## config.mk

```make
export PLATFORM = sky130hd
export DESIGN_NAME = bus_width_adapter
export DESIGN_NICKNAME = d
export VERILOG_FILES = /design/src/rtl/wadp_pkg.sv /design/src/rtl/wadp_lane_route.sv /design/src/rtl/wadp_rd_assemble.sv /design/src/rtl/wadp_seq.sv /design/src/rtl/bus_width_adapter.sv
export SDC_FILE = /design/constraint.sdc
export NUM_CORES = 1
export LEC_CHECK = 0
export CORE_MARGIN = 2
export CORE_UTILIZATION = 35
export DETAILED_ROUTE_END_ITERATION = 8
export SLEW_MARGIN = 20
export SYNTH_ARGS = -nofsm -noshare
export SYNTH_HDL_FRONTEND = slang
export SYNTH_SLANG_ARGS = --single-unit
```

## constraint.sdc

```tcl
create_clock -name clk -period 1.74 [get_ports clk]
set_clock_uncertainty 0.05 [all_clocks]
set_input_delay 0.348 -clock clk [delete_from_list [all_inputs] [get_ports clk]]
set_output_delay 0.348 -clock clk [all_outputs]
set_load 0.01 [all_outputs]
```

## src/rtl/wadp_pkg.sv

```systemverilog
package wadp_pkg;
  typedef enum logic [1:0] {
    ST_IDLE = 2'd0,
    ST_LO   = 2'd1,
    ST_HI   = 2'd2,
    ST_ACK  = 2'd3
  } wadp_state_e;
endpackage

```

## src/rtl/wadp_lane_route.sv

```systemverilog
// Selects the slave address, lane enables and write halfword for the current phase.
module wadp_lane_route #(
  parameter int  AW    = 8,
  parameter int  MDW   = 32,
  parameter bit  SPLIT = 1'b1,
  localparam int SDW   = MDW / 2,
  localparam int MBE   = MDW / 8,
  localparam int SBE   = SDW / 8,
  localparam int WOB   = $clog2(MBE),
  localparam int SAW   = AW - $clog2(SBE)
) (
  input  logic [AW-WOB-1:0] widx,
  input  logic [MBE-1:0]    be,
  input  logic [MDW-1:0]    wdata,
  input  logic              sel_hi,
  output logic [SAW-1:0]    s_addr,
  output logic [SBE-1:0]    s_be,
  output logic [SDW-1:0]    s_wdata
);
  // Lane and data selection is shared; in truncating mode sel_hi never rises.
  assign s_be    = sel_hi ? be[MBE-1:SBE]    : be[SBE-1:0];
  assign s_wdata = sel_hi ? wdata[MDW-1:SDW] : wdata[SDW-1:0];

  generate
    if (SPLIT) begin : g_split_addr
      assign s_addr = {widx, sel_hi};
    end else begin : g_trunc_addr
      assign s_addr = SAW'(widx);
    end
  endgenerate
endmodule

```

## src/rtl/wadp_rd_assemble.sv

```systemverilog
// Builds the master read word from one or two slave halfwords.
module wadp_rd_assemble #(
  parameter int  MDW = 32,
  localparam int SDW = MDW / 2
) (
  input  logic           clk,
  input  logic           rst,
  input  logic           cap_lo,
  input  logic           cap_hi,
  input  logic [SDW-1:0] s_rdata,
  output logic [MDW-1:0] rdata
);
  // The low half is held here until the high half returns; in truncating
  // mode cap_hi never rises, so the upper half stays at its reset zero.
  always_ff @(posedge clk) begin
    if (rst) begin
      rdata <= '0;
    end else begin
      if (cap_lo) rdata[SDW-1:0]   <= s_rdata;
      if (cap_hi) rdata[MDW-1:SDW] <= s_rdata;
    end
  end

  assert_lanes_exclusive_R5: assert property (@(posedge clk) disable iff (rst)
    !(cap_lo && cap_hi));
endmodule

```

## src/rtl/wadp_seq.sv

```systemverilog
// Transfer sequencer: accepts one master access and walks its slave phases.
module wadp_seq #(
  parameter bit SPLIT = 1'b1
) (
  input  logic clk,
  input  logic rst,
  input  logic req_rd,
  input  logic req_wr,
  input  logic s_wait,
  output logic take,
  output logic step_hi,
  output logic lo_done,
  output logic hi_done,
  output logic s_rd,
  output logic s_wr,
  output logic ack
);
  import wadp_pkg::*;

  wadp_state_e state;

  assign take    = (state == ST_IDLE) && (req_rd || req_wr);
  assign lo_done = (state == ST_LO) && !s_wait;
  assign step_hi = lo_done && SPLIT;
  assign hi_done = (state == ST_HI) && !s_wait;

  always_ff @(posedge clk) begin
    if (rst) begin
      state <= ST_IDLE;
      s_rd  <= 1'b0;
      s_wr  <= 1'b0;
      ack   <= 1'b0;
    end else begin
      case (state)
        ST_IDLE: begin
          if (take) begin
            s_wr  <= req_wr;
            s_rd  <= req_rd && !req_wr;
            state <= ST_LO;
          end
        end
        ST_LO: begin
          if (!s_wait) begin
            if (SPLIT) begin
              state <= ST_HI;
            end else begin
              s_rd  <= 1'b0;
              s_wr  <= 1'b0;
              ack   <= 1'b1;
              state <= ST_ACK;
            end
          end
        end
        ST_HI: begin
          if (!s_wait) begin
            s_rd  <= 1'b0;
            s_wr  <= 1'b0;
            ack   <= 1'b1;
            state <= ST_ACK;
          end
        end
        default: begin
          ack   <= 1'b0;
          state <= ST_IDLE;
        end
      endcase
    end
  end

  assert_ack_one_cycle_R8: assert property (@(posedge clk) disable iff (rst)
    ack |=> !ack);
  assert_strobe_exclusive_R9: assert property (@(posedge clk) disable iff (rst)
    !(s_rd && s_wr));
  assert_idle_after_ack_R8: assert property (@(posedge clk) disable iff (rst)
    ack |-> !s_rd && !s_wr);
  assert_reset_quiet_R1: assert property (@(posedge clk)
    $past(rst) |-> !s_rd && !s_wr && !ack);
endmodule

```

## src/rtl/bus_width_adapter.sv

```systemverilog
module bus_width_adapter #(
  parameter int  AW    = 8,
  parameter int  MDW   = 32,
  parameter bit  SPLIT = 1'b1,
  localparam int SDW   = MDW / 2,
  localparam int MBE   = MDW / 8,
  localparam int SBE   = SDW / 8,
  localparam int WOB   = $clog2(MBE),
  localparam int SAW   = AW - $clog2(SBE),
  localparam int NCYC  = SPLIT ? 2 : 1
) (
  input  logic           clk,
  input  logic           rst,
  input  logic [AW-1:0]  m_address,
  input  logic [MBE-1:0] m_byteenable,
  input  logic           m_read,
  input  logic           m_write,
  input  logic [MDW-1:0] m_writedata,
  output logic [MDW-1:0] m_readdata,
  output logic           m_waitrequest,
  output logic [SAW-1:0] s_address,
  output logic [SBE-1:0] s_byteenable,
  output logic           s_read,
  output logic           s_write,
  output logic [SDW-1:0] s_writedata,
  input  logic [SDW-1:0] s_readdata,
  input  logic           s_waitrequest
);
  logic take, step_hi, lo_done, hi_done, ack;

  logic [AW-WOB-1:0] h_widx;
  logic [MBE-1:0]    h_be;
  logic [MDW-1:0]    h_wdata;

  logic [AW-WOB-1:0] r_widx;
  logic [MBE-1:0]    r_be;
  logic [MDW-1:0]    r_wdata;
  logic [SAW-1:0]    n_addr;
  logic [SBE-1:0]    n_be;
  logic [SDW-1:0]    n_wdata;

  wadp_seq #(.SPLIT(SPLIT)) seq_i (
    .clk(clk), .rst(rst),
    .req_rd(m_read), .req_wr(m_write), .s_wait(s_waitrequest),
    .take(take), .step_hi(step_hi), .lo_done(lo_done), .hi_done(hi_done),
    .s_rd(s_read), .s_wr(s_write), .ack(ack)
  );

  // Request capture: the first phase routes straight from the master inputs.
  always_ff @(posedge clk) begin
    if (rst) begin
      h_widx  <= '0;
      h_be    <= '0;
      h_wdata <= '0;
    end else if (take) begin
      h_widx  <= m_address[AW-1:WOB];
      h_be    <= m_byteenable;
      h_wdata <= m_writedata;
    end
  end

  assign r_widx  = take ? m_address[AW-1:WOB] : h_widx;
  assign r_be    = take ? m_byteenable        : h_be;
  assign r_wdata = take ? m_writedata         : h_wdata;

  wadp_lane_route #(.AW(AW), .MDW(MDW), .SPLIT(SPLIT)) route_i (
    .widx(r_widx), .be(r_be), .wdata(r_wdata), .sel_hi(step_hi),
    .s_addr(n_addr), .s_be(n_be), .s_wdata(n_wdata)
  );

  // Registered slave address and data, reloaded only at phase starts.
  always_ff @(posedge clk) begin
    if (rst) begin
      s_address    <= '0;
      s_byteenable <= '0;
      s_writedata  <= '0;
    end else if (take || step_hi) begin
      s_address    <= n_addr;
      s_byteenable <= n_be;
      s_writedata  <= n_wdata;
    end
  end

  wadp_rd_assemble #(.MDW(MDW)) rd_i (
    .clk(clk), .rst(rst),
    .cap_lo(lo_done && s_read), .cap_hi(hi_done && s_read),
    .s_rdata(s_readdata), .rdata(m_readdata)
  );

  assign m_waitrequest = !ack;

  // Checker: completed slave transfers per master access.
  logic [1:0] chk_cnt;
  always_ff @(posedge clk) begin
    if (rst || take) chk_cnt <= '0;
    else if ((s_read || s_write) && !s_waitrequest) chk_cnt <= chk_cnt + 2'd1;
  end

  // two transfers when splitting, one when truncating.
  assert_xfer_count_R2: assert property (@(posedge clk) disable iff (rst)
    !m_waitrequest |-> chk_cnt == 2'(NCYC));
  assert_word_aligned_R2: assert property (@(posedge clk) disable iff (rst)
    (m_read || m_write) |-> m_address[WOB-1:0] == '0);
  assert_hold_on_stall_R9: assert property (@(posedge clk) disable iff (rst)
    (s_read || s_write) && s_waitrequest |=>
      (s_read || s_write) && $stable(s_address) && $stable(s_byteenable)
      && $stable(s_writedata) && $stable(s_read));
  assert_wait_high_reset_R1: assert property (@(posedge clk)
    $past(rst) |-> m_waitrequest);
endmodule

```

# Yosys cells after proc, flatten, opt, wreduce, memory -nomap -nowiden
# Index checks and enable logic that the tools add are counted.
word_totals:
  ff_bits: 104
  latch_bits: 0
  mem_bits_rw: 0
  rom_bits: 0
  output_inout_bits: 60
  n_memories: 0
op_classes:
  n_addsub: 0
  multipliers: 0
  n_div: 0
  magnitude_cmp: 0
  n_eq_ne: 5
  n_shift: 0
  muxes: 16
  bitwise: 1
  n_reduce_logical: 17
op_table:
  columns: ["operator", "count"]
  rows:
  - ["32-bit 2-to-1 mux", 1]
  - ["16-bit 2-to-1 mux", 1]
  - ["2-bit 2-to-1 mux", 4]
  - ["1-bit logical AND", 6]
  - ["6-bit 2-to-1 mux", 1]
  - ["2-bit != test, second input constant", 3]
  - ["1-bit case mux with 2 select lines", 3]
  - ["2-bit case mux with 3 select lines", 1]
  - ["3-bit AND reduction", 2]
  - ["1-bit 2-to-1 mux", 4]
  - ["4-bit 2-to-1 mux", 1]
  - ["1-bit zero test", 3]
  - ["2-bit by 1-bit equality test with 1-bit output, second input constant", 1]
  - ["2-bit equality test, second input constant", 1]
  - ["2-bit zero test", 1]
  - ["1-bit logical OR", 2]
  - ["2-bit AND reduction", 1]
  - ["2-bit nonzero test", 1]
  - ["2-bit OR reduction", 1]
  - ["1-bit inverter", 1]

# Logic depth before layout (Yosys ltp)
logic_depth:
  word_depth: 4
  depth_mapped: 7

# Cells and area by module
# Synthesis repeated with hierarchy kept, for this count alone.
hier_totals:
  hier_cells: 420
  hier_area_um2: 4538.1
by_module_without_submodules:
  columns: ["mod", "n_inst", "cells_each", "area_per_inst_um2", "seq_area_each_um2"]
  rows:
  - ["bus_width_adapter", 1, 251, 2702.6, 1341.3]
  - ["wadp_rd_assemble", 1, 103, 1157.4, 640.6]
  - ["wadp_seq", 1, 39, 354.1, 100.1]
  - ["wadp_lane_route", 1, 27, 324.1, 0.0]

# Least setup slack after synthesis
# OpenSTA, ideal clock, no wires.
synth_path:
  path_type: "reg-to-reg"
  start: "reg seq_i.state[0]"
  end: "reg seq_i.state[0]"
  setup_ps: 70
  arrival_time_ps: 1475
  setup_slack_ps: 145
  path_stages_with_launch: 6
  path_buffers: 0
  synth_period_minus_slack_ps: 1595
  cell_sequence: "dfxtp_1 inv_1 ha_1 o21a_1 or4_1 a21oi_1"
synth_via:
  elab_chain_len: 4
  elab_cells_between_ends: 9
  classes_between: "5 x eq/ne; 1 x mux; 3 x reduce/logical"
synth_lines:
  columns: ["item", "line", "rtl"]
  rows:
  - ["from (decl)", "wadp_seq.sv:20", "wadp_state_e state;"]
  - ["from (signal assigned)", "wadp_seq.sv:29", "state <= ST_IDLE;"]
  - ["from (signal assigned)", "wadp_seq.sv:39", "state <= ST_LO;"]
  - ["from (signal assigned)", "wadp_seq.sv:45", "state <= ST_HI;"]
  - ["2-bit zero test", "wadp_seq.sv:22, wadp_seq.sv:34", null]
  - ["1-bit logical AND", "wadp_seq.sv:22", "assign take = (state == ST_IDLE) && (req_rd || req_wr);"]
  - ["2-bit != test (no line)", null, null]
  - ["3-bit AND reduction (no line)", null, null]
# Several ways; a longest one is shown, not always the timed one.
# A chain may end at the register's enable or synchronous reset.

# Final worst setup path
layout_path:
  start: "reg seq_i.s_rd"
  end: "out s_read"
layout_lines:
  columns: ["item", "line", "rtl"]
  rows:
  - ["from (decl)", "wadp_seq.sv:14", "output logic s_rd,"]
  - ["from (signal assigned)", "wadp_seq.sv:38", "s_rd <= req_rd && !req_wr;"]
  - ["to (decl)", "bus_width_adapter.sv:23", "output logic s_read,"]
# No word-level cell between the ends.

==> results.md <==
- Setup crit end kind: output port
- Setup TNS: 0 ns
- Wire per inst: 14.2 um
- Mapped Nets: 479
- FF+latch count, synth: 86
- FP Rows: 36
- Cts bufs inserted: 9
- # setup viols final: 0
- Synth warnings: 0
- Vias in the first global route: 3177
- Antenna diode count: 0
- Worst-Margin Slew: 0.346 ns
- PD cells: 1300 nW/um2
- Gpl congestion: 0.775
- Clock root buffer: clkbuf_8
- # port buffers: 122
- Synth Flop Type: dfxtp_1
- Largest net degree at the start of global routing: 25
- # DRC: 0
- WS Path Type: flip-flop to output port
- Post-CTS Hold Buffers: 0
- Final slew viol count: 0
- Max Cap Violations: 0
- DRT iter0 DRCs: 87
- Layout cell share with drive strength beyond 1: 0.0970
- Final Hold Vio Count: 0
- Reg clk slew, reported paths: 0.09 ns
- Synth cell types: 33
- Status: finished, final reports clean
- Post_cts resized: 1
- Worst EP arrival: 1.27 ns
- Min cycle time layout: 1.67 ns
- Via count: 3221
- Global-route wire length before repair: 15.3 mm
- Initial core utilization: 0.361
- Crit Path Max Fanout: 6
- Initial antenna violation count: 0
- Post-CTS Setup Bufs: 0
- Final Non-Filler Cells: 669
- Inst Count DP: 654
- HP Class: input port to flip-flop
- Mapped Area: 3540 um2
- Max Fclk: 598 MHz
- Full die area: 10900 um2
- RSZ-0062 raised after global routing: no
- Crit share post-route: 0.961
- CP Data Required Time: 1.34 ns
- Die width: 105 um
- CTS Buffer Depth: 2
- Die height: 105 um
- Antenna viol nets, final: 0
- Final WL: 9.47 mm
- Critical path launch point type: flip-flop
- Mean Syn Cell Area: 8.68 um2
- WP buf/inv: 1
- Grt ovf: 0
- TritonCTS Sinks: 86
- Detailed placer's ending HPWL: 6.70 mm
- Ports: 125
- Largest stage delay on the critical path: 0.55 ns
- Number of nets in the layout: 603
- Slew margin rel.: 0.768
- CTS tree: built
- Final Util: 0.534
- VDD IR max: 639 uV
- Vias/cell: 4.81
- Crit-path cells: clkdlybuf4s50_1
- Register area share after synthesis: 0.486
- Syn-to-layout area delta: 48.0%
- Post-synth EDFFs: 0
- Post-synthesis async set-or-reset flop share: 0
- Core area: 9820 um2
- Synth Instances: 408
- DRT Pass-1 Iters: 4
- GR Util All Layers: 0.171
- Clock Latency Late Sink: 0.34 ns
- Leak pwr: 0.00190 uW
- CP delay by family, top: buffers and inverters
- Slowest cell on crit path: clkdlybuf4s50_1
- Total power draw: 6810 uW
- H-tree levels: 3
[routing by layer]
layer / part of all wire / track usage / vias up / wire length (um)
li1: - / - / 1626 / -
met1: 0.46 / 0.218 / 1479 / 4330
met2: 0.45 / 0.278 / 106 / 4260
met3: 0.080 / 0.0487 / 10 / 753
met4: 0.014 / 0.0581 / 0 / 128
met5: 0 / 0 / - / 0
[flip-flops by register name (all words and copies together), names as in the netlist]
name and cells:
h_widx 6, seq_i.ack 1, seq_i.state 2, h_be 2, seq_i.s_wr 1, h_wdata 16, s_address 7, s_byteenable 2
seq_i.s_rd 1, rd_i.rdata 32, s_writedata 16
[cell families after synthesis]
| family | after synthesis | share of synthesized area |
|---|---|---|
| muxes | 36 | 0.102 |
| adders and majority gates | 6 | 0.0212 |
| DFF | 86 | 0.486 |
| buffers and inverters | 38 | 0.0639 |
| and+or+nand+nor | 145 | 0.172 |
| AOI/OAI and AO/OA | 97 | 0.156 |
[through the flow]
stage	hold WS [ns]	cell area [um2]	setup WS [ns]
global route	0.290	5240	0.00328
detailed placement	0.397	5010	-0.119
floorplan	0.384	3540	0.145
CTS	0.256	5230	0.0339
global placement	0.391	5010	-0.0801
finish	0.272	5240	0.0683
[power by group]
group | switching (uW) | internal [uW]
logic | 1300 | 1400
registers | 220 | 2370
clock network | 712 | 807
total | 2230 | 4570
[worst paths after layout]
check,depth (start not counted),to,slack (ns),startpoint
min,2,h_widx[2],0.27,rst
max reg2reg,6,s_writedata[4],0.12,seq_i.state[0]
max,1,s_read,0.07,seq_i.s_rd
min reg2reg,2,rd_i.rdata[23],0.41,rd_i.rdata[23]
[cell usage in the layout (no fill, tap or decap), types with 2 or more instances in the layout]
| cell | synthesis | layout |
|---|---|---|
| clkdlybuf4s50_1 | 0 | 121 |
| nand2_1 | 119 | 119 |
| dfxtp_1 | 86 | 84 |
| a21oi_1 | 65 | 65 |
| mux2i_1 | 36 | 36 |
| o22ai_1 | 18 | 18 |
| buf_4 | 2 | 17 |
| nor2_1 | 10 | 10 |
| clkbuf_8 | 0 | 9 |
| buf_12 | 2 | 8 |
| a211oi_1 | 5 | 5 |
| inv_1 | 3 | 3 |
| o21ai_0 | 3 | 3 |
| nor3_1 | 3 | 3 |
| ha_1 | 6 | 3 |
| ha_2 | 0 | 3 |
| o21a_1 | 2 | 2 |
| nand2b_1 | 2 | 2 |
| and3b_1 | 2 | 2 |
| nand3b_1 | 2 | 2 |
| or4b_1 | 2 | 2 |
| clkinv_4 | 0 | 2 |
| bufinv_16 | 0 | 2 |
| dfxtp_2 | 0 | 2 |
[synth_stat cells (2+ instances only)]
cell        n  area (um2)
nand2_1   119         447
dfxtp_1    86        1720
a21oi_1    65         325
mux2i_1    36         360
o22ai_1    18         113
clkbuf_1   12        45.0
buf_2      10        50.1
nor2_1     10        37.5
ha_1        6        75.1
a211oi_1    5        37.5
clkbuf_2    4        20.0
inv_1       3        11.3
nor3_1      3        15.0
o21ai_0     3        15.0
and3b_1     2        17.5
buf_1       2        7.51
buf_12      2        40.0
buf_4       2        15.0
buf_6       2        22.5
nand2b_1    2        12.5
nand3b_1    2        15.0
o21a_1      2        15.0
or4b_1      2        20.0
[final cells by class]
cell class / count / area (um2)
fillers: 963 / 4580
clock inverters: 5 / 85.1
multi-input cells: 284 / 1610
well taps: 133 / 166
flip-flops and latches: 86 / 1720
inverters: 3 / 11.3
clock buffers: 10 / 128
repair buffers: 148 / 1520
Power figures use the tool's default switching activity.
